`config.mk`:
```
export PLATFORM = sky130hd
export DESIGN_NAME = meas_ascii_talker
export DESIGN_NICKNAME = d
export VERILOG_FILES = /design/src/rtl/meas_ascii_talker.sv
export SDC_FILE = /design/constraint.sdc
export NUM_CORES = 1
export LEC_CHECK = 0
export ABC_CLOCK_PERIOD_IN_PS = 4750
export BUFFER_PORTS_ARGS = -buffer_cell sky130_fd_sc_hd__buf_2
export CORE_MARGIN = 3
export CORE_UTILIZATION = 50
export DETAILED_ROUTE_END_ITERATION = 8
export PLACE_DENSITY = 0.82
export SYNTH_ARGS = -nofsm -noshare
export SYNTH_HDL_FRONTEND = slang
export SYNTH_SLANG_ARGS = --single-unit
```
`constraint.sdc`:
```
create_clock -name clk -period 4.75 [get_ports clk]
set_input_delay 0.2375 -clock clk [delete_from_list [all_inputs] [get_ports clk]]
set_output_delay 0.2375 -clock clk [all_outputs]
set_load 0.05 [all_outputs]
```
`src/rtl/meas_ascii_talker.sv`:
```
module meas_ascii_talker (
  input  logic        clk,
  input  logic        rst_n,
  input  logic        gate,
  input  logic        cnt_reset,
  input  logic [35:0] mant,
  input  logic [3:0]  dp_pos,
  input  logic [3:0]  exp_val,
  input  logic        exp_neg,
  input  logic        neg,
  input  logic        ovf,
  input  logic        bus_cmd,
  input  logic        talk_addr,
  input  logic        talk_strap,
  input  logic        wait_mode,
  input  logic        fly_mode,
  input  logic        out_accept,
  output logic [7:0]  out_data,
  output logic        out_valid,
  output logic        out_last,
  output logic        out_en,
  output logic        srq
);
  localparam int NDIG = 9;
  localparam int PW = 4;
  localparam logic [PW-1:0] LAST_IDX = PW'(15);
  localparam logic [3:0] MAX_DP = 4'(NDIG);

  logic [PW-1:0] ptr;
  logic pending, gate_q;
  logic talking, fall, xfer;
  logic [3:0] dpc, k, m, dig;
  logic lead0, is_dp;
  logic [7:0] ch;

  assign talking   = ~bus_cmd & (talk_addr | talk_strap);
  assign fall      = gate_q & ~gate & ~cnt_reset;
  assign out_valid = talking & ((ptr != '0) | pending | fly_mode);
  assign out_last  = out_valid & (ptr == LAST_IDX);
  assign out_en    = talking;
  assign srq       = wait_mode & pending;
  assign xfer      = out_valid & out_accept;
  assign out_data  = talking ? ch : 8'h00;

  always_ff @(posedge clk or negedge rst_n) begin
    if (!rst_n) begin
      ptr     <= '0;
      pending <= 1'b0;
      gate_q  <= 1'b0;
    end else begin
      gate_q <= gate;
      if (xfer) ptr <= ptr + 1'b1;
      if (fall) pending <= 1'b1;
      else if (xfer && out_last) pending <= 1'b0;
    end
  end

  always_comb begin
    dpc   = (dp_pos > MAX_DP) ? MAX_DP : dp_pos;
    k     = ptr - 4'd1;
    is_dp = (k == dpc);
    m     = (k < dpc) ? k : k - 4'd1;
    dig   = 4'd0;
    lead0 = 1'b1;
    for (int j = 0; j < NDIG; j++) begin
      if (m == 4'(j)) dig = mant[35-4*j -: 4];
      if (4'(j) <= m && mant[35-4*j -: 4] != 4'd0) lead0 = 1'b0;
    end
    unique case (ptr)
      4'd0:  ch = neg ? 8'h2D : 8'h2B;
      4'd11: ch = ovf ? 8'h4F : 8'h45;
      4'd12: ch = exp_neg ? 8'h2D : 8'h2B;
      4'd13: ch = 8'h30 + {4'h0, exp_val};
      4'd14: ch = 8'h0D;
      4'd15: ch = 8'h0A;
      default: begin
        if (is_dp) ch = 8'h2E;
        else if (lead0 && m < 4'(NDIG-1)) ch = 8'h20;
        else ch = 8'h30 + {4'h0, dig};
      end
    endcase
  end


  cmd_quiet_chk: assert property (@(posedge clk) disable iff (!rst_n)
    bus_cmd |-> (!out_valid && !out_en && out_data == 8'h00));


  last_is_lf_chk: assert property (@(posedge clk) disable iff (!rst_n)
    out_last |-> (out_data == 8'h0A));


  stall_hold_chk: assert property (@(posedge clk) disable iff (!rst_n)
    (out_valid && !out_accept) |=> $stable(ptr));


  pend_set_chk: assert property (@(posedge clk) disable iff (!rst_n)
    fall |=> pending);


  pend_clear_chk: assert property (@(posedge clk) disable iff (!rst_n)
    (xfer && out_last && !fall) |=> !pending);


  srq_mode_chk: assert property (@(posedge clk) disable iff (!rst_n)
    srq |-> wait_mode);


  wrap_chk: assert property (@(posedge clk) disable iff (!rst_n)
    (xfer && out_last) |=> (ptr == '0));
endmodule

```
# Word level (Yosys, flattened, before mapping)
# Index checks and enable logic that the tools add are counted.
[word_totals]
word_cells = 100
out_inout_bits = 12
inputBits = 57
register_bits = 6
[op_classes]
mux = 29
n_addsub = 5
reduce_logical = 24
n_bitwise = 13
eq_ne = 14
magnitude_cmp = 12
[op_table]
columns = ["op", "n"]
rows = [
  ["4-bit 2-to-1 mux", 12],
  ["7-bit case mux with 6 select lines", 1],
  ["4-bit nonzero test", 10],
  ["4-bit equality test (second input constant)", 6],
  ["4-bit by 3-bit equality test with 1-bit output (second input constant)", 4],
  ["3-bit by 4-bit <= comparator with 1-bit output (first input constant)", 4],
  ["6-bit by 4-bit adder with 7-bit output (first input constant)", 2],
  ["7-bit 2-to-1 mux", 2],
  ["1-bit logical AND", 11],
  ["1-bit 2-to-1 mux", 11],
  ["4-bit by 2-bit equality test with 1-bit output (second input constant)", 2],
  ["1-bit by 4-bit <= comparator with 1-bit output (first input constant)", 2],
  ["2-bit by 4-bit <= comparator with 1-bit output (first input constant)", 2],
  ["4-bit zero test", 2],
  ["8-bit 2-to-1 mux", 1],
  ["4-bit by 1-bit subtractor with 4-bit output (second input constant)", 2],
  ["1-bit bitwise AND", 7],
  ["3-bit 2-to-1 mux", 2],
  ["4-bit by 1-bit adder with 4-bit output (second input constant)", 1],
  ["4-bit by 1-bit equality test with 1-bit output (second input constant)", 1],
  ["4-bit equality test", 1],
  ["4-bit greater-than comparator (second input constant)", 1],
  ["4-bit <= comparator (first input constant)", 1],
  ["4-bit less-than comparator", 1],
  ["other kinds (4)", 8],
]

# Depth between registers and ports, before layout
[logic_depth]
word_depth = 20
ltp_mapped = 14
mapped_depth_nobuf = 11

# Worst setup path before layout
# No wires, ideal clock.
[synth_path]
kind = "register to output"
startpoint = "register ptr[0]"
endpoint = "output out_data[0]"
required_ns = 4.513
arrival_ns = 4.483
path_stages_with_launch = 14
path_buffers = 3
setup_slack_ns = 0.029
path_cell_list = "dfrtp_1 buf_2 inv_2 ha_1 buf_2 inv_1 ha_1 nor2b_1 o211a_1 buf_2 o21ai_1 a211oi_1 a222oi_1 o41ai_1"
[synth_between]
elab_chain_len = 19
word_cells_on_any_way = 63
cone_classes = "3 x add/sub; 11 x order compare; 14 x eq/ne; 23 x mux; 12 x reduce/logical"
[synth_rtl]
columns = ["item", "line_no", "source"]
rows = [
  ["start, declared", "29", "logic [PW-1:0] ptr;"],
  ["start signal, assigned", "52", "if (xfer) ptr <= ptr + 1'b1;"],
  ["4-bit by 1-bit subtractor with 4-bit output (*)", "60", "k = ptr - 4'd1;"],
  ["named net k[0]", "32", "logic [3:0] dpc, k, m, dig;"],
  ["branches (longest 15 deep; another with 4-bit by 1-bit subtractor with 4-bit output)", "-", ""],
  ["7-bit 2-to-1 mux (*)", "77", "if (is_dp) ch = 8'h2E;"],
  ["7-bit case mux with 6 select lines (*)", "69", "unique case (ptr)"],
  ["8-bit 2-to-1 mux (*)", "43", "assign out_data = talking ? ch : 8'h00;"],
  ["end, declared", "18", "output logic [7:0] out_data,"],
]
# Mark *: on every way through the listed nets, which the timed path passes.

# Worst setup path after layout
[layout_path]
startpoint = "register ptr[1]"
endpoint = "output out_data[3]"
[layout_between]
elab_chain_len = 19
word_cells_on_any_way = 63
cone_classes = "3 x add/sub; 11 x order compare; 14 x eq/ne; 23 x mux; 12 x reduce/logical"
[layout_rtl]
columns = ["item", "line_no"]
rows = [
  ["branches (longest 17 deep; another with 4-bit by 1-bit subtractor with 4-bit output)", "-"],
  ["7-bit case mux with 6 select lines (*)", "69"],
  ["8-bit 2-to-1 mux (*)", "43"],
]
# Mark *: on every way between the ends.

==> reports/results.txt <==
most frequent cells in the layout = buf_2 (67), nand2_1 (15), nor2_1 (14)
critical path's largest stage delay = 450 ps
total track usage = 25.3%
Syn Inst Count = 238
Distinct cells, synth = 58
Antenna Cells = 0
CP startpoint kind = flip-flop
min Tclk post-route = 4280 ps
grt ovf = 0
wire length of the first global-routing pass = 8.63 mm
initial core utilization = 54.3%
Post-synth EDFFs = 0
Reg-to-Reg Start = ptr[1]
Worst Reg-to-Reg Cells = 9
Setup TNS = 0 ps
r2r endpoint = pending
Syn Nets = 304
clk_lat worst skew = 260 ps
WL/cell = 15.7 um
Clock Skew = 3.15 ps
status = finished, final reports clean
vias per cell = 6.47
Crit path required time = 4510 ps
initial antenna violation count = 0
DRT iter0 DRCs = 243
CP max stage cell = dfrtp_1
# placed instances = 337
final-stage net count = 365
Core ar. = 0.00315 mm^2
Syn Area/Cell = 7.19 um^2
final period utilization = 90.0%
Hold Startpoint = gate
count of endpoints failing hold in the final timing report = 0
HP Class = in2reg
H-Tree Depth = 1
Yosys reg bits = 6
clock net sink count = 6
largest net degree at the start of global routing = 31
final wirelength = 5.36 mm
post-cts resize count = 0
routability cong. = 0.939
DRT Pass-1 Iters = 5
Clk pin slew, worst setup/hold paths = 40 ps
DP HPWL = 4.19 mm
RSZ-0062 raised after global routing = no
TritonCTS Buffers = 3
Post-Syn Area = 0.00171 mm^2
Most used DFF post-synth = dfrtp_1
r2r setup slk = 2590 ps
Max Fclk = 0.234 GHz
Layout area overhead = 22.2%
Clock Tree Root = clkbuf_4
Async S/R FF share, synth = 100%
Final ANT Viol Nets = 0
CP arrival = 4040 ps
via count = 2206
slew margin rel. = 56.0%
non-filler cells, final = 341
kind of critical path = reg2out
crit path cell chain = inv_1 > ha_1 > xnor2_1 > inv_1 > ha_1 > o211a_1 > o21ai_1 > mux2_2 > nor3_1 > a221oi_1 > a221oi_1 > buf_2
die area = 0.00416 mm^2
row count = 20
# IOs = 69
DRC viols = 0
register area share after synthesis = 8.77%
Final Setup Violations = 0
peak fanout along the critical path = 11
CP Capture Type = primary output
Slew Limit Fails = 0
IO buf count = 67
commonest non-fill, non-tap cell in the layout = buf_2
layout cell share with drive strength beyond 1 = 29.6%
clk buf depth = 2
Max Cap Viol = 0
Worst Hold End = gate_q
Hold Path Depth = 1
Die X = 64.5 um
Ys Warns = 0
worst-margin pin slew = 656 ps
vias in the first global route = 1915
CTS tree = yes
Die H = 64.5 um
[flip-flops by register name (all words and copies together), names as in the netlist]
| signal | count |
|---|---|
| gate_q | 1 |
| pending | 1 |
| ptr | 4 |
[worst max-delay path by stage]
stage	cells past startpoint	from	slack, ps	to
2_1_floorplan	13	ptr[0]	30	out_data[0]
4_1_cts	12	ptr[1]	530	out_data[3]
5_1_grt	12	ptr[1]	140	out_data[3]
3_5_place_dp	12	ptr[1]	820	out_data[3]
3_3_place_gp	12	ptr[1]	840	out_data[3]
6_report	12	ptr[1]	470	out_data[3]
[routing by layer]
layer	part of all wire (%)	global-route usage, %	vias up
met4	1.4	8.44	0
met1	44	35.0	1008
met5	0	0	-
li1	-	-	1064
met3	11	6.93	10
met2	43	37.8	124
[Yosys cell counts (all sizes together), types with 4 or more instances]
cell type	n	area share, %
nand2	15	3.3
o22ai	4	1.5
nand4	4	1.5
a31oi	6	2.2
a221oi	10	5.1
xnor2	7	4.7
nand2b	4	1.5
nand3	10	2.9
inv	13	2.9
o21ai	14	4.1
a21oi	7	2.0
nor3	8	2.6
or4	4	2.0
nor4	9	3.3
ha	9	6.6
nor2b	10	3.7
mux2i	6	3.5
buf	9	2.7
clkbuf	7	1.5
nor2	14	3.1
dfrtp	6	8.8
a2111oi	7	3.6
and2	4	1.5
a211oi	4	1.8
o211ai	7	3.4
[cell families after synthesis]
| group | after synthesis | share of synthesized area (%) |
|---|---|---|
| buf+inv | 29 | 7.09 |
| other cells | 1 | 0.219 |
| compound gates | 85 | 37.0 |
| simple gates | 91 | 28.9 |
| mux | 9 | 5.48 |
| xor+xnor | 8 | 5.99 |
| fa+ha+maj | 9 | 6.58 |
| flops | 6 | 8.77 |
[layout make-up]
type | instances | area (um^2)
Clock buffer | 3 | 22.5
Fill cell | 283 | 1060
Inverter | 13 | 48.8
Multi-Input combinational cell | 203 | 1440
Sequential cell | 6 | 150
Tap cell | 44 | 55.1
Timing Repair Buffer | 72 | 375
[stage by stage]
step	utilization (%)	instance area (um^2)	hold slack (ps)	setup slack (ps)
after floorplan	-	1710	-58.1	29.3
after global placement	65.3	2060	60.9	839
after detailed placement	65.3	2060	61.7	818
after CTS	66.3	2090	99.1	529
after global routing	66.3	2090	103	141
final	66.3	2090	107	474
[worst max-delay path: cells and delay by family (launching register included)]
| kind | cells | cell delay, ps |
|---|---|---|
| mux | 1 | 400 |
| buf+inv | 3 | 610 |
| compound gates | 4 | 970 |
| flops | 1 | 450 |
| simple gates | 1 | 350 |
| fa+ha+maj | 2 | 670 |
| xor+xnor | 1 | 340 |
[timing repair]
item	CTS	global route
hold buffers	1	0
setup buffers	0	0
endpoints found under the hold margin	6	0
endpoints found under the setup margin	0	0
Power is not shown: default switching activity piles up to over one toggle a cycle in this logic, so the estimate is an artifact.
